File: src/rtl/dma_modereq_pkg.sv
package dma_modereq_pkg;

    typedef enum logic [1:0] {
        SVC_DEMAND  = 2'b00,
        SVC_SINGLE  = 2'b01,
        SVC_BLOCK   = 2'b10,
        SVC_CASCADE = 2'b11
    } svc_e;

    localparam logic [1:0] PORT_MODE = 2'b00;
    localparam logic [1:0] PORT_REQ  = 2'b01;

    typedef struct packed {
        svc_e       svc;
        logic       dec;
        logic       autoinit;
        logic [1:0] xfer;
    } mode_t;

endpackage

File: src/rtl/dma_mode_bank.sv
module dma_mode_bank
    import dma_modereq_pkg::*;
#(
    parameter int NCH = 4,
    localparam int CW = (NCH > 1) ? $clog2(NCH) : 1
) (
    input  logic                clk,
    input  logic                rst_n,
    input  logic                wr_en,
    input  logic [CW-1:0]       wr_chan,
    input  logic [5:0]          wr_word,
    output mode_t [NCH-1:0]     mode_q
);

    typedef struct packed {
        mode_t [NCH-1:0] mode;
    } bank_t;

    bank_t st_d, st_q;

    always_comb begin
        st_d = st_q;
        if (wr_en) begin
            st_d.mode[wr_chan] = mode_t'(wr_word);
        end
    end

    always_ff @(posedge clk or negedge rst_n) begin
        if (!rst_n) begin
            st_q <= '0;
        end else begin
            st_q <= st_d;
        end
    end

    assign mode_q = st_q.mode;

    // without a mode write, no mode word moves
    p_mode_hold_r1: assert property (@(posedge clk) disable iff (!rst_n)
        !wr_en |=> $stable(st_q));

    // the addressed word takes the written value
    p_mode_load_r1: assert property (@(posedge clk) disable iff (!rst_n)
        wr_en |=> (mode_q[$past(wr_chan)] == mode_t'($past(wr_word))));

endmodule

File: src/rtl/dma_swreq_bank.sv
module dma_swreq_bank #(
    parameter int NCH = 4,
    localparam int CW = (NCH > 1) ? $clog2(NCH) : 1
) (
    input  logic            clk,
    input  logic            rst_n,
    input  logic            mclr,
    input  logic            wr_en,
    input  logic [CW-1:0]   wr_chan,
    input  logic            wr_val,
    input  logic            tc_valid,
    input  logic [CW-1:0]   tc_chan,
    output logic [NCH-1:0]  sw_q
);

    typedef struct packed {
        logic [NCH-1:0] sw;
    } req_t;

    req_t st_d, st_q;

    always_comb begin
        st_d = st_q;
        if (tc_valid) begin
            st_d.sw[tc_chan] = 1'b0;
        end
        if (wr_en) begin
            st_d.sw[wr_chan] = wr_val;
        end
        if (mclr) begin
            st_d.sw = '0;
        end
    end

    always_ff @(posedge clk or negedge rst_n) begin
        if (!rst_n) begin
            st_q <= '0;
        end else begin
            st_q <= st_d;
        end
    end

    assign sw_q = st_q.sw;

    // terminal count drops the bit unless a write to that channel collides
    p_tc_clear_r7: assert property (@(posedge clk) disable iff (!rst_n)
        (tc_valid && !(wr_en && wr_chan == tc_chan)) |=> !sw_q[$past(tc_chan)]);

    // master clear empties every request
    p_mclr_r9: assert property (@(posedge clk) disable iff (!rst_n)
        mclr |=> (sw_q == '0));

    // an accepted write decides the addressed bit
    p_write_r3: assert property (@(posedge clk) disable iff (!rst_n)
        (wr_en && !mclr) |=> (sw_q[$past(wr_chan)] == $past(wr_val)));

endmodule

File: src/rtl/dma_prio_enc.sv
module dma_prio_enc #(
    parameter int NCH = 4,
    localparam int CW = (NCH > 1) ? $clog2(NCH) : 1
) (
    input  logic [NCH-1:0] req,
    output logic           valid,
    output logic [CW-1:0]  chan
);

    always_comb begin
        valid = 1'b0;
        chan  = '0;
        for (int i = NCH - 1; i >= 0; i--) begin
            if (req[i]) begin
                valid = 1'b1;
                chan  = CW'(i);
            end
        end
    end

endmodule

File: src/rtl/dma_modereq_unit.sv
module dma_modereq_unit
    import dma_modereq_pkg::*;
#(
    parameter int NCH = 4,
    localparam int CW = (NCH > 1) ? $clog2(NCH) : 1
) (
    input  logic               clk,
    input  logic               rst_n,
    input  logic               mclr,
    input  logic               wr_stb,
    input  logic [1:0]         wr_port,
    input  logic [7:0]         wr_data,
    input  logic [NCH-1:0]     dreq,
    input  logic [NCH-1:0]     dmask,
    input  logic               tc_valid,
    input  logic [CW-1:0]      tc_chan,
    output logic [2*NCH-1:0]   svc_mode,
    output logic [NCH-1:0]     addr_dec,
    output logic [NCH-1:0]     auto_init,
    output logic [2*NCH-1:0]   xfer_type,
    output logic               grant_valid,
    output logic [CW-1:0]      grant_chan,
    output logic [7:0]         status_data
);

    logic            mode_wr;
    logic            req_wr;
    mode_t [NCH-1:0] mode_q;
    logic [NCH-1:0]  sw_q;
    logic [NCH-1:0]  blk_mode;
    logic [NCH-1:0]  eff_req;

    assign mode_wr = wr_stb && (wr_port == PORT_MODE);
    assign req_wr  = wr_stb && (wr_port == PORT_REQ) && (wr_data[7:3] == 5'b0);

    dma_mode_bank #(.NCH(NCH)) u_mode (
        .clk     (clk),
        .rst_n   (rst_n),
        .wr_en   (mode_wr),
        .wr_chan (wr_data[CW-1:0]),
        .wr_word (wr_data[7:2]),
        .mode_q  (mode_q)
    );

    dma_swreq_bank #(.NCH(NCH)) u_swreq (
        .clk      (clk),
        .rst_n    (rst_n),
        .mclr     (mclr),
        .wr_en    (req_wr),
        .wr_chan  (wr_data[CW-1:0]),
        .wr_val   (wr_data[2]),
        .tc_valid (tc_valid),
        .tc_chan  (tc_chan),
        .sw_q     (sw_q)
    );

    generate
        for (genvar g = 0; g < NCH; g++) begin : g_chan
            assign svc_mode[2*g +: 2]  = mode_q[g].svc;
            assign addr_dec[g]         = mode_q[g].dec;
            assign auto_init[g]        = mode_q[g].autoinit;
            assign xfer_type[2*g +: 2] = (mode_q[g].svc == SVC_CASCADE) ? 2'b00 : mode_q[g].xfer;
            assign blk_mode[g]         = (mode_q[g].svc == SVC_BLOCK);
        end
    endgenerate

    assign eff_req = (dreq & ~dmask) | (sw_q & blk_mode);

    dma_prio_enc #(.NCH(NCH)) u_prio (
        .req   (eff_req),
        .valid (grant_valid),
        .chan  (grant_chan)
    );

    always_comb begin
        status_data = '0;
        for (int i = 0; i < NCH; i++) begin
            status_data[4+i] = sw_q[i];
        end
    end

    // a granted channel is requesting and no higher one is
    p_grant_top_r6: assert property (@(posedge clk) disable iff (!rst_n)
        grant_valid |-> (eff_req[grant_chan] &&
                         ((eff_req & ((NCH'(1) << grant_chan) - NCH'(1))) == '0)));

    // no grant while something requests is an error
    p_grant_any_r6: assert property (@(posedge clk) disable iff (!rst_n)
        (eff_req != '0) |-> grant_valid);

    // writes to unused ports leave the stored requests alone
    p_unused_port_r10: assert property (@(posedge clk) disable iff (!rst_n)
        (wr_stb && wr_port[1] && !mclr && !tc_valid) |=> $stable(sw_q));

endmodule

File: config.mk
export PLATFORM = sky130hd
export DESIGN_NAME = dma_modereq_unit
export DESIGN_NICKNAME = d
export VERILOG_FILES = /design/src/rtl/dma_modereq_pkg.sv /design/src/rtl/dma_mode_bank.sv /design/src/rtl/dma_swreq_bank.sv /design/src/rtl/dma_prio_enc.sv /design/src/rtl/dma_modereq_unit.sv
export SDC_FILE = /design/constraint.sdc
export NUM_CORES = 1
export LEC_CHECK = 0
export ABC_AREA = 1
export BUFFER_PORTS_ARGS = -buffer_cell sky130_fd_sc_hd__buf_2
export CORE_UTILIZATION = 43
export CTS_CLUSTER_SIZE = 20
export DETAILED_ROUTE_END_ITERATION = 10
export PLACE_DENSITY = 0.71
export SYNTH_ARGS = -nofsm -noshare
export SYNTH_HDL_FRONTEND = slang
export SYNTH_HIERARCHICAL = 1
export SYNTH_SLANG_ARGS = --single-unit
File: constraint.sdc
create_clock -name clk -period 1.7 [get_ports clk]
set_clock_uncertainty 0.15 [all_clocks]
set_input_delay 0.51 -clock clk [delete_from_list [all_inputs] [get_ports clk]]
set_output_delay 0.51 -clock clk [all_outputs]
set_load 0.005 [all_outputs]
Word level (Yosys, flattened, before mapping)
Index checks and enable logic that the tools add are counted.
{"block": "totals", "reg_bits": 28, "inputBits": 25}
{"block": "classes", "muxes": 23, "n_reduce_logical": 7, "eq_ne": 9, "bitwise_logic": 6, "order_cmp": 4}
{"cell": "24-bit bitwise mux", "count": 1}
{"cell": "2-bit == test, second input constant", "count": 8}
{"cell": "2-bit 2-to-1 mux", "count": 8}
{"cell": "4-bit AND", "count": 3}
{"cell": "6-bit demux with 2-bit select", "count": 1}
{"cell": "4-bit 2-to-1 mux", "count": 3}
{"cell": "4-bit NOT", "count": 2}
{"cell": "2-bit by 3-bit less-than comparator with 1-bit output, second input constant", "count": 2}
{"cell": "1-bit 2-to-1 mux", "count": 6}
{"cell": "6-bit 2-to-1 mux", "count": 1}
{"cell": "1-bit logical AND", "count": 5}
{"cell": "5-bit logical NOT", "count": 1}
{"cell": "4-bit bitwise mux", "count": 1}
{"cell": "1-bit demux with 2-bit select", "count": 2}
{"cell": "2-bit by 1-bit greater-or-equal comparator with 1-bit output, second input constant", "count": 2}
{"cell": "4-bit bitwise OR", "count": 1}
{"cell": "2-bit by 1-bit == test with 1-bit output, second input constant", "count": 1}
{"cell": "2-bit logical NOT", "count": 1}

Logic depth before layout (Yosys ltp)
Gate-level depths: netlist of the first run.
{"block": "depth", "ltp_word": 10, "depth_mapped": 9}

Modules after synthesis
Netlist of the first run, hierarchy kept.
{"mod": "dma_mode_bank", "area_per_inst_um2": 1076.0, "seq_area_each_um2": 600.6, "instances": 1, "cells_per_inst": 110}
{"mod": "dma_swreq_bank", "area_per_inst_um2": 236.5, "seq_area_each_um2": 100.1, "instances": 1, "cells_per_inst": 35}
{"mod": "dma_modereq_unit", "area_per_inst_um2": 203.9, "seq_area_each_um2": 0.0, "instances": 1, "cells_per_inst": 38}
{"mod": "dma_prio_enc", "area_per_inst_um2": 36.3, "seq_area_each_um2": 0.0, "instances": 1, "cells_per_inst": 8}

Worst setup path before layout of the first run
No wires, ideal clock.
{"block": "synth_timing", "kind": "input to output", "startpoint": "in dreq[1]", "endpoint": "out grant_chan[0]", "path_stages": 4, "t_required_ns": 1.040, "n_path_buf": 0, "setup_slack_ns": 0.047, "t_arrival_ns": 0.993, "cell_sequence": "inv_1 > o21ai_0 > inv_1 > a21oi_2"}
{"block": "synth_between", "elab_chain_len": 4}
{"item": "start, declared", "line_no": "dma_modereq_unit.sv:13", "source": "input logic [NCH-1:0] dreq,"}
{"item": "4-bit AND", "line_no": "dma_modereq_unit.sv:67", "source": "assign eff_req = (dreq & ~dmask) | (sw_q & blk_mode);"}
{"item": "4-bit bitwise OR", "line_no": "dma_modereq_unit.sv:67"}
{"item": "net eff_req[1]", "line_no": "dma_modereq_unit.sv:31", "source": "logic [NCH-1:0] eff_req;"}
{"item": "2-bit 2-to-1 mux (2 in series)", "line_no": "dma_prio_enc.sv:14", "source": "if (req[i]) begin"}
{"item": "end, declared", "line_no": "dma_modereq_unit.sv:22", "source": "output logic [CW-1:0] grant_chan,"}
The timed path passes the listed nets, and every way through them passes these cells.

Final worst setup path of the first run
{"block": "layout_timing", "startpoint": "reg u_mode.st_q, in the netlist u_mode/mode_q[22]", "endpoint": "out grant_chan[1]"}
{"block": "layout_between", "elab_chain_len": 7}
{"item": "start, declared", "line_no": "dma_mode_bank.sv:19", "source": "bank_t st_d, st_q;"}
{"item": "start signal, assigned", "line_no": "dma_mode_bank.sv:32", "source": "st_q <= st_d;"}
{"item": "2-bit == test", "line_no": "dma_modereq_unit.sv:63", "source": "assign blk_mode[g] = (mode_q[g].svc == SVC_BLOCK);"}
{"item": "4-bit AND", "line_no": "dma_modereq_unit.sv:67"}
{"item": "4-bit bitwise OR", "line_no": "dma_modereq_unit.sv:67"}
{"item": "net eff_req[3]", "line_no": "dma_modereq_unit.sv:31"}
{"item": "2-bit 2-to-1 mux (4 in series)", "line_no": "dma_prio_enc.sv:14"}
The timed path passes the listed nets, and every way through them passes these cells.

==> results of run 1 <==
==> per-layer routing <==
| metal | GRT usage [%] | vias up |
|---|---|---|
| met5 | 0 | - |
| met4 | 5.71 | 0 |
| met3 | 2.48 | 4 |
| met2 | 35.4 | 45 |
| met1 | 25.6 | 679 |
| li1 | - | 782 |
==> worst max path at each step <==
stage | end | depth (start not counted)
global route | grant_chan[1] | 6
detailed placement | grant_valid | 6
global placement | grant_valid | 6
CTS | grant_chan[1] | 6
finish | grant_chan[1] | 6
floorplan | grant_chan[0] | 4
==> kinds of logic after synthesis <==
family	Yosys count	share of synthesized area [%]
AOI/OAI and AO/OA	19	7.90
buffers and inverters	31	12.2
DFF	28	45.1
other	1	0.242
and+or+nand+nor	112	34.6
==> report_power, final <==
| part | switching (mW) | internal, mW |
|---|---|---|
| sequential | 0.0673 | 0.781 |
| clock | 0.192 | 0.131 |
| combinational | 0.291 | 0.329 |
| total | 0.549 | 1.24 |
==> placed cells by master, fill, tap and decap left out <==
master,count
a21boi_1,3
a21boi_2,6
a21oi_1,3
a21oi_2,1
buf_12,1
buf_2,47
buf_4,16
buf_6,18
clkbuf_4,3
clkbuf_8,1
conb_1,4
dfrtp_1,28
inv_1,16
inv_2,2
inv_4,2
nand2_1,58
nand2_4,1
nand3_1,12
nand3_2,6
nand4_1,19
nor2_1,10
nor2_2,3
nor2_8,1
nor3_2,2
o21ai_0,2
o21ai_2,2
o21ai_4,1
o22ai_2,1
==> worst max-delay path, delay by kind of cell (launching register included) <==
kind | cells | cell delay [ns]
AOI/OAI and AO/OA | 1 | 0.09
buffers and inverters | 2 | 0.22
DFF | 1 | 0.41
and+or+nand+nor | 3 | 0.28
==> sequential cells by signal, indices dropped and copies added, names as in the netlist <==
name and count:
u_swreq/sw_q 4, u_mode/mode_q 24
==> per-stage QoR <==
step           setup TNS, ns  util (%)
6_report               -1.68      65.0
5_1_grt                -2.68      65.0
4_1_cts                -1.46      61.4
3_5_place_dp          -0.565      57.3
3_3_place_gp          -0.461      57.3
2_1_floorplan              0         -
==> final cells by class <==
| type | count | area, µm² | share of cell area [%] |
|---|---|---|---|
| well taps | 46 | 57.6 | 2.61 |
| flip-flops and latches | 28 | 701 | 31.8 |
| repair buffers | 82 | 578 | 26.3 |
| clock buffers | 4 | 36.3 | 1.65 |
| multi-input cells | 135 | 749 | 34.0 |
| inverters | 20 | 80.1 | 3.64 |
==> repair_timing <==
| item | 4_1_cts | 5_1_grt |
|---|---|---|
| endpoints found under the setup margin | 11 | 22 |
| gates resized for setup | 24 | 23 |
| buffers inserted | 8 | 4 |
| pin swaps | 11 | 3 |
==> impl_metrics.toml, run 1 <==
[outcome]
status = "finished, violations left"
violations = "hold timing, setup timing"

[drt]
antenna_left = 0
viasPerCell = 4.79
route.met2.wl_um = 1890
wl_per_cell_um = 11.9
wl_met3_um = 122
drt_iter0_drc = 27
wl_um = 3740
top_layer = "met4"
drtPass1Iterations = 4
routed-via-count = 1510
wl_met1_um = 1690
drc_errors = 0

[setup_path]
r2r_slack_ns = 0.57
reg2regPathDepth = 4
cp.required_ns = 1.04
critPathLaunchType = "register"
cp_slowest_cell = "dfrtp_1"
crit_path_end_kind = "primary output"
crit_chain = "inv_1, nand3_2, o21ai_2, nor2_2, nor3_2, buf_2"
critical_path.startpoint = "u_mode/mode_q[22]"
cpPeakStageDelay_ns = 0.41
reg2reg_to = "u_swreq/sw_q[0]"
rr_startpoint = "u_swreq/sw_q[0]"
crit_type = "register to primary output"
crit_path_max_fanout = 2
critPathArrivalTime_ns = 1.32

[power]
total_power_mw = 1.79
p_leak_nw = 1.22
peakVddDrop_v = 0.000378
powerDensity_nw_per_um2 = 813

[cells_and_area]
fin_cells = 315
drive_gt1_share_pct = 42.4
area_delta_synth_final_pct = 41.8
fin_area_um2 = 2200
num_antenna_cells = 0
final_nets = 295
n_fill_cell = 300

[sta]
rsz0062_at_grt = "true"
whs_ns = -0.000183
hold_violations = 1
min_period_ns = 1.98
slew_violations = 0
fin_ws_ns = -0.281
fin_crit_sh_pct = 117
finalSetupViolCount = 12
fmax_mhz = 505

[grt]
grt_max_degree = 29
grt_pass1_vias = 1315
grt-ovfl-total = 0
grt_pass1_wl_um = 5590
track_usage_pct = 20.0
antenna_found_initial = 0

[yosys]
synth.top_cells.by_area = "dfrtp_1, nand2_1, nand4_1"
synth.top_cell.area_share_pct = 45.1
ys_seq_elements = 28
synthArstFlopShare_pct = 100
synthCells = 191
yosysMostFrequentCell = "nand2_1"
yosysSeqAreaShare_pct = 45.1
yosys.area.top_type = "dfrtp_1"
synth_warnings = 6
synth_common_cells = "nand2_1, dfrtp_1, nand4_1"
synth_edf_count = 0
synth_area_um2 = 1550
postSynthAreaPerCell_um2 = 8.13
synth_flop_cell = "dfrtp_1"
synth_cell_types = 22

[place]
dp_slack_ns = -0.215
hpwl_um = 2660
io_buffers = 55
place.gp.congestion = 0.772
postPlaceCellArea_um2 = 1940
dp_cells = 302

[cts]
clock-root-buffer = "clkbuf_4"
htreeDepth = 1
clkLatencyLatePin_ns = 0.32
clk_pin_slew_ns = 0.15
cts_buffers = 3
cts_buffer_depth = 2
cts_hold_buf = 0
clock_sinks = 28
cts_tree = "done"

[floorplanning]
fp.dieH_um = 62.1
die_width_um = 62.1
die_area_um2 = 3860
start_util_pct = 45.8
io_pins = 60
core-area_um2 = 3390
num_rows = 21

[job]
cap_violations = 0

[min_path]
worstHoldPathType = "input pin to async pin"
No activity file was read; power rests on OpenSTA's default activity.
==> inputs of run 2 (changes only) <==
--- a/config.mk
+++ b/config.mk
@@ -7,10 +7,12 @@
 export LEC_CHECK = 0
 export ABC_AREA = 1
 export BUFFER_PORTS_ARGS = -buffer_cell sky130_fd_sc_hd__buf_2
+export CAP_MARGIN = 20
 export CORE_UTILIZATION = 43
 export CTS_CLUSTER_SIZE = 20
 export DETAILED_ROUTE_END_ITERATION = 10
 export PLACE_DENSITY = 0.71
+export RECOVER_POWER = 100
 export SYNTH_ARGS = -nofsm -noshare
 export SYNTH_HDL_FRONTEND = slang
 export SYNTH_HIERARCHICAL = 1
==> run 2 against run 1 <==
The flow finishes with violations (setup timing). Via count barely moved. Worst hold slack better by 0.12 ns. Cell area shrank 2.4%. Core utilization decreased by 1.6 points. Final cell count stayed put. Clock power barely moved. Sequential cell count unchanged. Sequential power hardly changed. First-iteration DRC count is 26% higher. Critical path type unchanged. Critical endpoint unchanged. Highest routed layer unchanged.
==> impl_metrics.toml, run 2 (same netlist as run 1, synthesis figures left out) <==
[outcome]
status = "finished, violations left"
violations = "setup timing"

[sta]
worst_pin_slew_ns = 0.682
hold_violations = 0
rsz0062_at_grt = "true"
fmax_mhz = 505
slew_violations = 0
fin_crit_sh_pct = 117
finalSetupViolCount = 12
fin_ws_ns = -0.281
min_period_ns = 1.98
slew_headroom_pct = 54.5

[setup_path]
cpPeakStageDelay_ns = 0.41
reg2reg_to = "u_swreq/sw_q[0]"
r2r_slack_ns = 0.57
cp_slowest_cell = "dfrtp_1"
crit_chain = "inv_1, nand3_2, o21ai_2, nor2_2, nor3_2, buf_2"
rr_startpoint = "u_swreq/sw_q[0]"
crit_path_max_fanout = 2
critPathArrivalTime_ns = 1.32
crit_type = "register to primary output"
cpLargestDelayFamily = "flip-flops"
cp.required_ns = 1.04
reg2regPathDepth = 4
worst-path-buf-inv = 2
critPathLaunchType = "register"
crit_path_end_kind = "primary output"

[cts]
cts_buffers = 3
clk_pin_slew_ns = 0.15
clkLatencyLatePin_ns = 0.32
htreeDepth = 1
clock_sinks = 28
cts_tree = "done"
cts_buffer_depth = 2
cts_hold_buf = 0
clock-root-buffer = "clkbuf_4"

[drt]
wl_per_cell_um = 11.9
antenna_left = 0
viasPerCell = 4.80
wl_um = 3750
routed-via-count = 1511
drt_iter0_drc = 34
drtPass1Iterations = 4
drc_errors = 0

[floorplanning]
die_width_um = 62.1
io_pins = 60
die_area_um2 = 3860
start_util_pct = 45.8
core-area_um2 = 3390
num_rows = 21
fp.dieH_um = 62.1

[grt]
grt_pass1_wl_um = 5590
grt_max_degree = 29
grt-ovfl-total = 0
antenna_found_initial = 0
grt_pass1_vias = 1315
track_usage_pct = 20.0

[cells_and_area]
largest_reg_flops = 24
fin_area_um2 = 2150
area_delta_synth_final_pct = 38.4
fin_cells = 315
layout_commonest_cell = "nand2_1"
num_antenna_cells = 0
final_cell_mix = "nand2_1, buf_2, dfrtp_1"
post-route-util_pct = 63.4
drive_gt1_share_pct = 37.9
final_nets = 295

[power]
powerDensity_nw_per_um2 = 828
p_leak_nw = 1.19
peakVddDrop_v = 0.000378

[place]
place.gp.congestion = 0.772
dp_slack_ns = -0.215
postPlaceCellArea_um2 = 1940
dp_cells = 302
io_buffers = 55
hpwl_um = 2660

[job]
cap_violations = 0

[min_path]
worstHoldPathType = "input pin to async pin"
run 2: worst max path at each step:
stage | end | start | slack [ns] | cells after the start
floorplan | grant_chan[0] | dreq[1] | 0.05 | 4
global placement | grant_valid | dreq[0] | -0.17 | 6
detailed placement | grant_valid | dreq[0] | -0.21 | 6
CTS | grant_chan[1] | u_mode/mode_q[22] | -0.28 | 6
global route | grant_chan[1] | u_mode/mode_q[22] | -0.41 | 6
finish | grant_chan[1] | u_mode/mode_q[22] | -0.28 | 6
run 2: routing by layer:
metal  global-route usage (%)  routed length, µm  vias to the layer above
met5                        0                  0                        -
met4                     5.71                 34                        0
met3                     2.48                113                        4
met2                     35.4               1900                       39
met1                     25.6               1700                      686
li1                         -                  -                      782
run 2: layout make-up:
| class | count | area [µm²] |
|---|---|---|
| clock buffer | 4 | 36.3 |
| fill | 310 | 1240 |
| inverter | 20 | 80.1 |
| multi-input combinational | 135 | 727 |
| sequential | 28 | 701 |
| tap | 46 | 57.6 |
| timing repair buffer | 82 | 547 |
run 2: power breakdown:
part	leakage [nW]	total [mW]	internal, mW	switching, mW
logic	0.805	0.604	0.316	0.287
registers	0.361	0.850	0.781	0.0688
clock network	0.0210	0.325	0.131	0.194
total	1.19	1.78	1.23	0.550
run 2: timing repair:
action | CTS | global route
pin swaps | 11 | 3
resized for setup | 24 | 23
setup endpoints to repair | 11 | 22
setup buffers | 8 | 4
run 2: metrics by stage:
| stage | power [mW] | setup TNS (ns) | hold WS (ns) |
|---|---|---|---|
| 3_3_place_gp | 1.33 | -0.461 | 0.302 |
| 5_1_grt | 1.91 | -2.68 | 0.169 |
| 3_5_place_dp | 1.34 | -0.565 | 0.304 |
| 4_1_cts | 1.73 | -1.46 | 0.00375 |
| 6_report | 1.78 | -1.70 | 0.118 |
| 2_1_floorplan | 1.08 | 0 | 0.0644 |
run 2: worst register-to-register path, stage by stage, from the launching register on:
cell and delay (ns):
dfrtp_1 0.44, buf_6 0.13, buf_4 0.12, a21oi_1 0.14, nor2_1 0.05
